==> src/rtl/irq_pkg.sv <==
package irq_pkg;
    localparam int NUM_SRC = 5;
    localparam int VEC_W   = 3;

    localparam int SRC_EXT = 0;
    localparam int SRC_PCH = 1;
    localparam int SRC_TMR = 2;
    localparam int SRC_MEM = 3;
    localparam int SRC_CMP = 4;

    typedef enum logic [1:0] {
        SENSE_LOW  = 2'b00,
        SENSE_ANY  = 2'b01,
        SENSE_FALL = 2'b10,
        SENSE_RISE = 2'b11
    } sense_e;

    typedef enum logic [1:0] {
        REG_FLAG = 2'd0,
        REG_MASK = 2'd1,
        REG_CTRL = 2'd2,
        REG_PCEN = 2'd3
    } reg_sel_e;
endpackage

==> src/rtl/irq_pin_sampler.sv <==
module irq_pin_sampler #(
    parameter int W      = 6,
    parameter int STAGES = 2
) (
    input  logic         clk,
    input  logic         rst_n,
    input  logic [W-1:0] pin_i,
    output logic [W-1:0] level_o,
    output logic [W-1:0] rise_o,
    output logic [W-1:0] fall_o
);
    localparam int LAST = STAGES - 1;

    typedef struct packed {
        logic [STAGES-1:0][W-1:0] sync;
        logic [W-1:0]             prev;
    } smp_st_t;

    smp_st_t st_d, st_q;

    always_comb begin
        st_d = st_q;
        st_d.sync[0] = pin_i;
        for (int s = 1; s < STAGES; s++) begin
            st_d.sync[s] = st_q.sync[s-1];
        end
        st_d.prev = st_q.sync[LAST];
    end

    always_ff @(posedge clk) begin
        if (!rst_n) st_q <= '1;
        else        st_q <= st_d;
    end

    assign level_o = st_q.sync[LAST];
    assign rise_o  = st_q.sync[LAST] & ~st_q.prev;
    assign fall_o  = ~st_q.sync[LAST] & st_q.prev;

    // An edge reported now must show up as the history value one cycle later
    p_edge_history_r11: assert property (@(posedge clk) disable iff (!rst_n)
        (rise_o != '0) |=> ((st_q.prev & $past(rise_o)) == $past(rise_o)));
endmodule

==> src/rtl/irq_flag_bank.sv <==
module irq_flag_bank
    import irq_pkg::*;
#(
    parameter int PORT_W = 6
) (
    input  logic               clk,
    input  logic               rst_n,
    input  logic               ext_level_i,
    input  logic               ext_rise_i,
    input  logic               ext_fall_i,
    input  logic [PORT_W-1:0]  pin_chg_i,
    input  logic [2:0]         hw_evt_i,
    input  logic               reg_wr_i,
    input  logic [1:0]         reg_addr_i,
    input  logic [7:0]         reg_wdata_i,
    output logic [7:0]         reg_rdata_o,
    input  logic               take_i,
    input  logic [VEC_W-1:0]   take_src_i,
    input  logic               reti_i,
    output logic [NUM_SRC-1:0] active_o
);
    typedef struct packed {
        logic [NUM_SRC-1:0] flags;
        logic [NUM_SRC-1:0] mask;
        logic               gie;
        sense_e             sense;
        logic [PORT_W-1:0]  pcen;
    } bank_st_t;

    bank_st_t st_d, st_q;

    logic [NUM_SRC-1:0] set_v;
    logic [NUM_SRC-1:0] clr_v;
    logic [NUM_SRC-1:0] pend_v;
    logic               is_level;

    assign is_level = (st_q.sense == SENSE_LOW);

    always_comb begin
        st_d = st_q;

        set_v = '0;
        unique case (st_q.sense)
            SENSE_ANY:  set_v[SRC_EXT] = ext_rise_i | ext_fall_i;
            SENSE_FALL: set_v[SRC_EXT] = ext_fall_i;
            SENSE_RISE: set_v[SRC_EXT] = ext_rise_i;
            default:    set_v[SRC_EXT] = 1'b0;
        endcase
        set_v[SRC_PCH] = |(pin_chg_i & st_q.pcen);
        set_v[SRC_TMR] = hw_evt_i[0];
        set_v[SRC_MEM] = hw_evt_i[1];
        set_v[SRC_CMP] = hw_evt_i[2];

        clr_v = '0;
        if (reg_wr_i && reg_addr_i == REG_FLAG) clr_v = reg_wdata_i[NUM_SRC-1:0];
        if (take_i) clr_v[take_src_i] = 1'b1;

        st_d.flags = (st_q.flags & ~clr_v) | set_v;
        if (is_level) st_d.flags[SRC_EXT] = 1'b0;

        if (reg_wr_i) begin
            unique case (reg_addr_i)
                REG_MASK: st_d.mask = reg_wdata_i[NUM_SRC-1:0];
                REG_CTRL: begin
                    st_d.gie   = reg_wdata_i[0];
                    st_d.sense = sense_e'(reg_wdata_i[2:1]);
                end
                REG_PCEN: st_d.pcen = reg_wdata_i[PORT_W-1:0];
                default: ;
            endcase
        end
        if (take_i) st_d.gie = 1'b0;
        if (reti_i) st_d.gie = 1'b1;

        pend_v = st_q.flags;
        if (is_level) pend_v[SRC_EXT] = ~ext_level_i;
    end

    always_ff @(posedge clk) begin
        if (!rst_n) st_q <= '0;
        else        st_q <= st_d;
    end

    assign active_o = pend_v & st_q.mask & {NUM_SRC{st_q.gie}};

    always_comb begin
        reg_rdata_o = '0;
        unique case (reg_addr_i)
            REG_FLAG: begin
                reg_rdata_o[NUM_SRC-1:0] = st_q.flags;
                if (is_level) reg_rdata_o[SRC_EXT] = 1'b0;
            end
            REG_MASK: reg_rdata_o[NUM_SRC-1:0] = st_q.mask;
            REG_CTRL: reg_rdata_o[2:0] = {st_q.sense, st_q.gie};
            REG_PCEN: reg_rdata_o[PORT_W-1:0] = st_q.pcen;
            default: ;
        endcase
    end

    p_take_drops_gie_r6: assert property (@(posedge clk) disable iff (!rst_n)
        take_i && !reti_i |=> !st_q.gie);

    p_reti_sets_gie_r6: assert property (@(posedge clk) disable iff (!rst_n)
        reti_i |=> st_q.gie);

    p_level_no_latch_r9: assert property (@(posedge clk) disable iff (!rst_n)
        is_level && $past(is_level) |-> !st_q.flags[SRC_EXT]);

    p_hw_set_wins_r13: assert property (@(posedge clk) disable iff (!rst_n)
        hw_evt_i[0] |=> st_q.flags[SRC_TMR]);
endmodule

==> src/rtl/irq_arbiter.sv <==
module irq_arbiter
    import irq_pkg::*;
(
    input  logic               clk,
    input  logic               rst_n,
    input  logic [NUM_SRC-1:0] active_i,
    input  logic               vec_ack_i,
    input  logic               reti_i,
    input  logic               retire_i,
    output logic               vec_req_o,
    output logic [VEC_W-1:0]   vec_idx_o,
    output logic               take_o,
    output logic [VEC_W-1:0]   take_src_o
);
    typedef struct packed {
        logic             req;
        logic [VEC_W-1:0] idx;
        logic             block;
    } arb_st_t;

    arb_st_t st_d, st_q;

    logic [VEC_W-1:0] sel;
    logic             found;

    always_comb begin
        sel   = '0;
        found = 1'b0;
        for (int i = NUM_SRC - 1; i >= 0; i--) begin
            if (active_i[i]) begin
                sel   = VEC_W'(i);
                found = 1'b1;
            end
        end
    end

    always_comb begin
        st_d = st_q;
        if (st_q.req) begin
            if (vec_ack_i) st_d.req = 1'b0;
        end else if (found && !st_q.block) begin
            st_d.req = 1'b1;
            st_d.idx = sel + VEC_W'(1);
        end
        if (reti_i)        st_d.block = 1'b1;
        else if (retire_i) st_d.block = 1'b0;
    end

    always_ff @(posedge clk) begin
        if (!rst_n) st_q <= '0;
        else        st_q <= st_d;
    end

    assign vec_req_o  = st_q.req;
    assign vec_idx_o  = st_q.idx;
    assign take_o     = st_q.req & vec_ack_i;
    assign take_src_o = st_q.idx - VEC_W'(1);

    p_req_hold_r5: assert property (@(posedge clk) disable iff (!rst_n)
        st_q.req && !vec_ack_i |=> st_q.req && $stable(st_q.idx));

    p_idx_range_r4: assert property (@(posedge clk) disable iff (!rst_n)
        st_q.req |-> (st_q.idx >= VEC_W'(1)) && (st_q.idx <= VEC_W'(NUM_SRC)));

    p_req_needs_active_r3: assert property (@(posedge clk) disable iff (!rst_n)
        $rose(st_q.req) |-> $past(active_i != '0));

    p_holdoff_r12: assert property (@(posedge clk) disable iff (!rst_n)
        st_q.block && !st_q.req |=> !st_q.req);
endmodule

==> src/rtl/irq_ctrl_top.sv <==
module irq_ctrl_top
    import irq_pkg::*;
#(
    parameter int PORT_W      = 6,
    parameter int EXT_PIN     = 2,
    parameter int SYNC_STAGES = 2
) (
    input  logic              clk,
    input  logic              rst_n,
    input  logic [PORT_W-1:0] pin_i,
    input  logic              tmr_ovf_i,
    input  logic              mem_rdy_i,
    input  logic              cmp_evt_i,
    input  logic              reg_wr_i,
    input  logic [1:0]        reg_addr_i,
    input  logic [7:0]        reg_wdata_i,
    output logic [7:0]        reg_rdata_o,
    output logic              vec_req_o,
    output logic [2:0]        vec_idx_o,
    input  logic              vec_ack_i,
    input  logic              reti_i,
    input  logic              retire_i
);
    logic [PORT_W-1:0]  lvl, rise, fall;
    logic [NUM_SRC-1:0] active;
    logic               take;
    logic [VEC_W-1:0]   take_src;

    irq_pin_sampler #(.W(PORT_W), .STAGES(SYNC_STAGES)) u_smp (
        .clk     (clk),
        .rst_n   (rst_n),
        .pin_i   (pin_i),
        .level_o (lvl),
        .rise_o  (rise),
        .fall_o  (fall)
    );

    irq_flag_bank #(.PORT_W(PORT_W)) u_bank (
        .clk         (clk),
        .rst_n       (rst_n),
        .ext_level_i (lvl[EXT_PIN]),
        .ext_rise_i  (rise[EXT_PIN]),
        .ext_fall_i  (fall[EXT_PIN]),
        .pin_chg_i   (rise | fall),
        .hw_evt_i    ({cmp_evt_i, mem_rdy_i, tmr_ovf_i}),
        .reg_wr_i    (reg_wr_i),
        .reg_addr_i  (reg_addr_i),
        .reg_wdata_i (reg_wdata_i),
        .reg_rdata_o (reg_rdata_o),
        .take_i      (take),
        .take_src_i  (take_src),
        .reti_i      (reti_i),
        .active_o    (active)
    );

    irq_arbiter u_arb (
        .clk        (clk),
        .rst_n      (rst_n),
        .active_i   (active),
        .vec_ack_i  (vec_ack_i),
        .reti_i     (reti_i),
        .retire_i   (retire_i),
        .vec_req_o  (vec_req_o),
        .vec_idx_o  (vec_idx_o),
        .take_o     (take),
        .take_src_o (take_src)
    );
endmodule

==> config.mk <==
export PLATFORM = sky130hd
export DESIGN_NAME = irq_ctrl_top
export DESIGN_NICKNAME = d
export VERILOG_FILES = /design/src/rtl/irq_pkg.sv /design/src/rtl/irq_pin_sampler.sv /design/src/rtl/irq_flag_bank.sv /design/src/rtl/irq_arbiter.sv /design/src/rtl/irq_ctrl_top.sv
export SDC_FILE = /design/constraint.sdc
export NUM_CORES = 1
export LEC_CHECK = 0
export BUFFER_PORTS_ARGS = -buffer_cell sky130_fd_sc_hd__buf_2
export CORE_UTILIZATION = 30
export DETAILED_ROUTE_END_ITERATION = 8
export PLACE_DENSITY_LB_ADDON = 0.1
export SYNTH_ARGS = -nofsm -noshare
export SYNTH_HDL_FRONTEND = slang
export SYNTH_SLANG_ARGS = --single-unit
==> constraint.sdc <==
create_clock -name clk -period 3.6 [get_ports clk]
set_clock_uncertainty 0.15 [all_clocks]
set_input_delay 0.72 -clock clk [delete_from_list [all_inputs] [get_ports clk]]
set_output_delay 0.72 -clock clk [all_outputs]
set_load 0.02 [all_outputs]
Word-level counts from Yosys, hierarchy flattened:

Index checks and enable logic that the tools add are counted.

* bits in registers: 42
* input port bits: 25
* output and inout port bits: 12

* add/sub/neg operators: 2
* magnitude comparators: 2
* equality and inequality tests: 6
* muxes and demuxes: 30
* bitwise operators: 17
* reductions and logical operators: 16

Operator list (number)
* 6-bit AND: 3
* 3-bit two-way mux: 6
* 5-bit AND: 3
* 1-bit two-way mux: 15
* 6-bit inverter: 2
* 3-bit case mux with 4 select lines: 1
* 5-bit two-way mux: 2
* 5-bit bitwise OR: 2
* 2-bit AND reduction: 5
* 9-bit two-way mux: 1
* 2-bit equality test, second input constant: 4
* 6-bit two-way mux: 1
* 6-bit bitwise OR: 1
* 2-bit case mux with 3 select lines: 1
* 3-bit nonzero test: 2
* 6-bit OR reduction: 1
* 5-bit inverter: 1
* 2-bit by 1-bit equality test with 1-bit output, second input constant: 2
* 2-bit logical NOT: 2
* 3-bit by 4-bit < comparator with 1-bit output, second input constant: 1
* 4-bit two-way mux: 1
* 3-bit by 1-bit adder with 3-bit output, second input constant: 1
* 1-bit demux with 3-bit select: 1
* 3-bit by 1-bit greater-or-equal comparator with 1-bit output, second input constant: 1
* 9 further kinds: 13

Longest topological paths before layout:

Gate-level depths: netlist of run 1.

* word-level depth: 12
* depth in mapped cells: 7
* depth with buffers taken out: 7

Cells and area by module:

Synthesis of run 1 repeated with hierarchy kept, for this count alone.

* cells, all modules: 202
* area total of the unflattened synthesis: 1975.6 sq um

Modules (own cells, without submodules)
* irq_flag_bank: times used 1, cells each 104, area an instance 1036.0 sq um, sequential area each 380.4 sq um
* irq_pin_sampler: times used 1, cells each 55, area an instance 606.8 sq um, sequential area each 360.3 sq um
* irq_arbiter: times used 1, cells each 37, area an instance 295.3 sq um, sequential area each 100.1 sq um
* irq_ctrl_top: times used 1, cells each 6, area an instance 37.5 sq um, sequential area each 0.0 sq um

Worst setup path after synthesis of run 1:

OpenSTA, ideal clock, no wires.

* path kind: input -> output
* start point: in reg_addr_i[1]
* end point: out reg_rdata_o[1]
* data arrival time: 1717 ps
* data required time: 2730 ps
* slack: 1013 ps
* cell stages on the path: 2
* cell sequence: clkbuf_1 mux4_1

* longest elaborated chain between the ends: 2
* elaborated cells between the ends (all ways): 5
* those cells by class: 3 x eq/ne; 1 x mux; 1 x reduce/logical

Ends and longest elaborated chain
* start: declaration: line irq_ctrl_top.sv:15 `input logic [1:0] reg_addr_i,`
* 2-bit equality test (tied with other cells): line irq_flag_bank.sv:88 `unique case (reg_addr_i)`
* 3-bit case mux with 4 select lines (*): line irq_flag_bank.sv:88
* end: declaration: line irq_ctrl_top.sv:17 `output logic [7:0] reg_rdata_o,`

Every way passes the cells marked *; elsewhere a longest branch is shown, timed or not.

Worst setup path after layout of run 1:

Same ends and word-level chain as after synthesis.

==> results of run 1 <==
[layout by cell type (no fill, tap or decap), drive strengths merged]
cell / instances
mux2: 1
nand2b: 18
and2: 2
xor2: 7
buf: 32
o311ai: 3
dfxtp: 42
a221oi: 1
mux2i: 16
nor3b: 2
a2bb2oi: 1
or2: 2
a22oi: 2
clkbuf: 5
o21ai: 4
a31oi: 1
nand3b: 2
o211a: 1
or2b: 1
nor3: 1
nand3: 6
nand2: 14
o211ai: 2
clkinvlp: 1
conb: 2
clkinv: 2
mux4: 3
inv: 10
a211oi: 1
a31o: 1
a21oi: 9
and3: 2
ha: 4
o21a: 1
or4b: 1
nor2: 20
[stage by stage]
step / setup WS [ns] / hold slack (ns) / std cells / area (µm²) / util (%)
floorplan: 1.013 / 0.2363 / 194 / 1844 / -
global placement: 0.9793 / 0.2388 / 290 / 2038 / 34.43
detailed placement: 0.9730 / 0.2409 / 290 / 2038 / 34.43
CTS: 0.9884 / 0.2628 / 298 / 2128 / 35.95
global route: 0.9456 / 0.2703 / 298 / 2128 / 35.95
finish: 0.9907 / 0.2605 / 298 / 2128 / 35.95
[cell families after synthesis]
family          Yosys count  share of synthesized area [%]
simple gates             71                          19.65
flops                    42                          45.68
compound gates           27                          9.926
buf+inv                  21                          5.303
mux                      20                          13.19
xor+xnor                  7                          3.331
fa+ha+maj                 4                          2.719
other cells               1                         0.2037
[path summary, 6_finish.rpt]
check / start / end / slack, ns / cells past startpoint
max: reg_addr_i[1] / reg_rdata_o[1] / 0.99 / 3
max reg2reg: u_bank.st_q[6] / u_arb.vec_idx_o[2] / 1.59 / 6
min reg2reg: u_smp.st_d[13] / u_smp.level_o[1] / 0.26 / 1
min: u_smp.st_d[13] / u_smp.level_o[1] / 0.26 / 1
[where the power goes]
| group | leakage, nW | internal (mW) | switching, mW |
|---|---|---|---|
| Sequential | 0.345 | 0.483 | 0.0135 |
| Combinational | 0.575 | 0.0372 | 0.0465 |
| Clock | 0.0441 | 0.136 | 0.175 |
| Total | 0.964 | 0.656 | 0.235 |
[layer usage]
| layer | vias up | part of all wire (%) | wire [µm] | track usage (%) |
|---|---|---|---|---|
| li1 | 706 | - | - | - |
| met1 | 615 | 50 | 2011 | 18.46 |
| met2 | 35 | 44 | 1792 | 23.33 |
| met3 | 8 | 4.0 | 161 | 3.409 |
| met4 | 0 | 1.8 | 71 | 6.429 |
| met5 | - | 0 | 0 | 0 |
[registers in the layout, indices dropped and copies added (netlist names)]
| name | count |
|---|---|
| u_arb.st_q | 1 |
| u_arb.vec_idx_o | 3 |
| u_arb.vec_req_o | 1 |
| u_bank.pend_v | 4 |
| u_bank.st_q | 15 |
| u_smp.level_o | 6 |
| u_smp.st_d | 6 |
| u_smp.st_q | 6 |
[cell type report]
| class | instances | area [µm²] | area share (%) |
|---|---|---|---|
| Multi-Input combinational cell | 131 | 905.9 | 42.56 |
| Sequential cell | 42 | 840.8 | 39.51 |
| Clock buffer | 5 | 68.82 | 3.233 |
| Inverter | 10 | 37.54 | 1.764 |
| Timing Repair Buffer | 32 | 160.2 | 7.525 |
| Tap cell | 75 | 93.84 | 4.409 |
| Clock inverter | 3 | 21.27 | 0.9994 |
[worst max-delay path, cell delays in order]
cell    delay (ns)
buf_2         0.24
mux4_1        0.60
buf_2         0.18
==> metrics.txt, run 1 <==
status=completed; Nets=251; Fillers=622; DR vias/cell=4.577; gr usage total=about 15%; gpl congestion=between 0.7 and 0.8; hpwl dp=2954 µm; PostCTS Resize Cnt=0; placement row count=28; initial DRC count=50; top cell type's share of synthesized area=45.68%; Clk Latency, worst-skew pair=0.30 ns; Clk pin slew, worst setup/hold paths=0.08 ns; final wirelength=between 4000 and 5000 µm; Critical Path Source Type=primary input; Hold Crit Class=flip-flop to flip-flop; Max Cap Viol=0; distinct cell type count after synthesis=38; CTS Root Cell=clkbuf_8; Max FO, Critical Path=12; Seq/Total Area, Yosys=45.68%; TritonCTS Buffers=5; Area Overhead vs Synth=15.64%; Post-synth top flop=dfxtp_1; Post-CTS Hold Fix Bufs=0; CORE AREA=5921 µm²; Tot Pwr=approximately 0.9 mW; total vias in the final route=approximately 1400; Worst slew margin=between 40% and 50%; pin count of the biggest net entering global routing=23; grt ovf=0; H-tree lvl count=2; LEAKAGE=0.9643 nW; Max clock buf depth=2; Tcrit/Tclk final=72.48%; Initial Utilization=31.09%; crit path kind=primary input to primary output; CTS sink cnt=42; Slew Limit Fails=0; boundary pin count=37; number of global-route vias before repair=1384; # setup viols final=0; first-pass GRT wire length=6782 µm; Die X=80.33 µm; synth cell count leaders=dfxtp_1 (42), nor2_1 (20), nand2b_1 (18); setup TNS=0 ns; Post-synth EDFFs=0; post-synthesis register bit count=42; die area=6452 µm²; post-synthesis cell area=1841 µm²; async set-reset flop share out of synthesis=0%; Power Dens Cells=418.6 nW/µm²; mean area per synthesized cell=9.536 µm²; DR DRC count=0; Worst-Margin Slew=0.7538 ns; final hold violations=0; RSZ-0062 raised after global routing=no; YS warnings=0; CP endpoint kind=primary output; DRT Pass-1 Iters=4; biggest area consumer among synthesized cells=dfxtp_1; TritonCTS clock tree=built; synthesized instance count=a little under 200; post-route ant nets=0; Fmax=383.2 MHz; top cells by area, synth=dfxtp_1 (46%), mux2i_1 (8.7%), nand2b_1 (6.1%); top-count cell post-synth=dfxtp_1; minimum clock period=2.609 ns; layout cells sized above 1=roughly 21%; VDD IR max=0.1884 mV; Routed WL per cell=13.55 µm; CP required=2.73 ns; number of buffers added on ports=32; data arrival time of the critical path=1.74 ns; Die Ht=between 80 and 90 µm; initial antenna violation count=0; # diodes=0; Post-CTS Setup Repair Bufs=0
No activity file was read; power rests on OpenSTA's default activity.
==> run 2, diff against run 1 <==
Clock period 3.6 ns to 2.2 ns, I/O delays scaled along.
==> run 2 against run 1 <==
  * Critical path depth is 1 higher
  * Sequential share of layout area shrank 0.99 points
  * Global-route usage is essentially flat
  * Total power grew 65%
  * Utilization grew 1.0 points
  * First-iteration DRC count is 60% higher
  * Clock power rose by 64%
  * Cell area increased by 2.9%
  * Hold slack got worse by 0.093 ns
  * Non-clock buffer count increased by 6
  * Clock-buffer cell count stayed put
  * Critical path type is now flip-flop to primary output
  * Critical endpoint is now reg_rdata_o[0]
  * Highest routed layer unchanged
==> metrics.txt, run 2 (same netlist as run 1, synthesis figures left out) <==
status=completed; Fillers=645 (+3.7%); Slowest Stage Delay on Critical Path=0.46 ns (-0.14 ns); gr usage total=14.56% (+0.021 points); Max Cap Viol=0 (unchanged); Clk pin slew, worst setup/hold paths=0.09 ns (about the same); DRT Pass-1 Iters=4 (unchanged); data arrival time of the critical path=1.53 ns (-0.21 ns); crit path kind=flip-flop to primary output; R2R Path Start=u_bank.st_q[6]; Post-CTS Hold Fix Bufs=0 (unchanged); P_int=1.087 mW (+66%); sw frac=26.03% (-0.31 points); cells on worst reg2reg path=6 (unchanged); Top reg by flops=u_bank.st_q; Non-Filler Instances=304 (+2.0%); P_sw=0.3826 mW (+63%); most frequent cells in the layout=dfxtp_1 (40), buf_2 (31), nor2_1 (20); hold endpoint=u_smp.st_d[12]; H-tree lvl count=2 (unchanged); TritonCTS clock tree=built; Seq pwr share=55.2% (-0.5 points); gpl congestion=0.7183 (about the same); Tcrit/Tclk final=96.44%; total vias in the final route=1420 (+4.1%); Clk pwr share=34.8% (about the same); number of global-route vias before repair=1372 (-0.87%); initial DRC count=80 (+60%); CP dominant cell by count=buf_6; CP endpoint kind=primary output; Routed WL per cell=13.62 µm (+0.53%); Max clock buf depth=2 (unchanged); Slew Limit Fails=0 (unchanged); Die X=80.33 µm (unchanged); LEAKAGE=0.9980 nW (+3.5%); commonest non-fill, non-tap cell in the layout=dfxtp_1; WHS Path Cells=2 (+1); minimum clock period=2.122 ns; CP cell instances=buf_6 > o21a_1 > mux4_2 > buf_6; Critical Path Source Type=flip-flop; boundary pin count=37 (unchanged); Power Dens Cells=671.3 nW/µm² (+60%); TritonCTS Buffers=5 (unchanged); Crit-path slowest cell=mux4_2; Hold Crit Class=primary input to flip-flop; # setup viols final=0 (unchanged); pin count of the biggest net entering global routing=23 (unchanged); # diodes=0 (unchanged); final wirelength=4140 µm (+2.6%); placement row count=28 (unchanged); Critical R2R Capture=u_arb.vec_idx_o[2]; final hold violations=0 (unchanged); reg-to-reg slack, setup=0.19 ns (-1.40 ns); Fmax=471.3 MHz; DR DRC count=0 (unchanged); Nets=257 (+2.4%); hold path startpoint=pin_i[0]; Area Overhead vs Synth=18.97%; CTS sink cnt=42 (unchanged); Clk Latency, worst-skew pair=0.29 ns (about the same); CP top delay family=multiplexers; combinational share of power=10.0% (+0.6 points); number of flip-flops in the largest register=15 (unchanged); layout cells sized above 1=23.58% (+3.0 points); initial antenna violation count=0 (unchanged); Initial Utilization=31.09% (unchanged); CP required=1.61 ns (-1.12 ns); Inst Count DP=297 (+2.4%); hpwl dp=3078 µm (+4.2%); number of buffers added on ports=32 (unchanged); DR vias/cell=4.671 (+2.1%); die area=6452 µm² (unchanged); CP bufs+invs=2 (unchanged); grt ovf=0 (unchanged); first-pass GRT wire length=6879 µm (+1.4%); post-route ant nets=0 (unchanged); CTS Root Cell=clkbuf_8; RSZ-0062 raised after global routing=no; setup TNS=0 ns (unchanged); Max FO, Critical Path=7 (-5); CORE AREA=5921 µm² (unchanged); VDD IR max=0.2512 mV (+33%); Die Ht=80.33 µm (unchanged)
## run 2: cell count changes in the layout (fill, tap and decap cells not counted), sizes merged
cell    change
buf         +6
clkinv      -1
inv         +1
## run 2: layout make-up
type | instances | area, µm² | share of cell area [%]
clock buffer | 5 | 68.82 | 3.143
clock inverter | 3 | 25.02 | 1.143
inverter | 10 | 37.54 | 1.714
multi-input combinational | 131 | 905.9 | 41.37
sequential | 42 | 843.3 | 38.51
tap | 75 | 93.84 | 4.286
timing repair buffer | 38 | 215.2 | 9.829
## run 2: routing by layer
metal	part of all wire, %	track usage, %	vias up
met2	47	23.42	36
met5	0	0	-
met1	48	18.65	661
met3	3.9	4.091	2
met4	0.65	4.821	0
li1	-	-	721
## run 2: worst register-to-register path: cells and delay by family, from the launching register on
kind / cells / cell delay (ns)
flip-flops: 1 / 0.37
XOR/XNOR: 1 / 0.16
adder cells (fa/ha/maj): 1 / 0.21
AND/OR/NAND/NOR: 2 / 0.73
AO/OA/AOI/OAI: 2 / 0.28
## run 2: power by group through the flow
stage	Sequential (mW)	Combinational (mW)	Clock (mW)
finish	0.811	0.147	0.511
global route	0.815	0.165	0.581
CTS	0.810	0.150	0.539
detailed placement	0.828	0.149	0
global placement	0.828	0.149	0
floorplan	0.822	0.0953	0
## run 2: metrics by stage
stage	total power, mW	utilization (%)	hold slack [ns]	setup slack (ns)	cell area [µm²]
final	1.470	36.98	0.1675	0.07828	2190
after global routing	1.561	36.98	0.1498	0.01364	2190
after floorplan	0.9177	-	0.2363	0.1727	1844
after CTS	1.499	36.90	0.1523	0.02284	2185
after detailed placement	0.9775	35.31	0.2425	0.1951	2091
after global placement	0.9772	35.31	0.2375	0.1916	2091
## run 2: timing repair
item,4_1_cts,5_1_grt
setup buffers,0,0
gates resized for setup,0,5
endpoints found under the setup margin,0,1
## run 2: worst max-delay path by stage
stage	end	cells past startpoint	startpoint
2_1_floorplan	reg_rdata_o[1]	2	reg_addr_i[1]
3_3_place_gp	reg_rdata_o[1]	3	reg_addr_i[1]
3_5_place_dp	reg_rdata_o[1]	3	reg_addr_i[1]
4_1_cts	reg_rdata_o[0]	4	u_bank.st_q[6]
5_1_grt	reg_rdata_o[0]	4	u_bank.st_q[7]
6_report	reg_rdata_o[0]	4	u_bank.st_q[7]
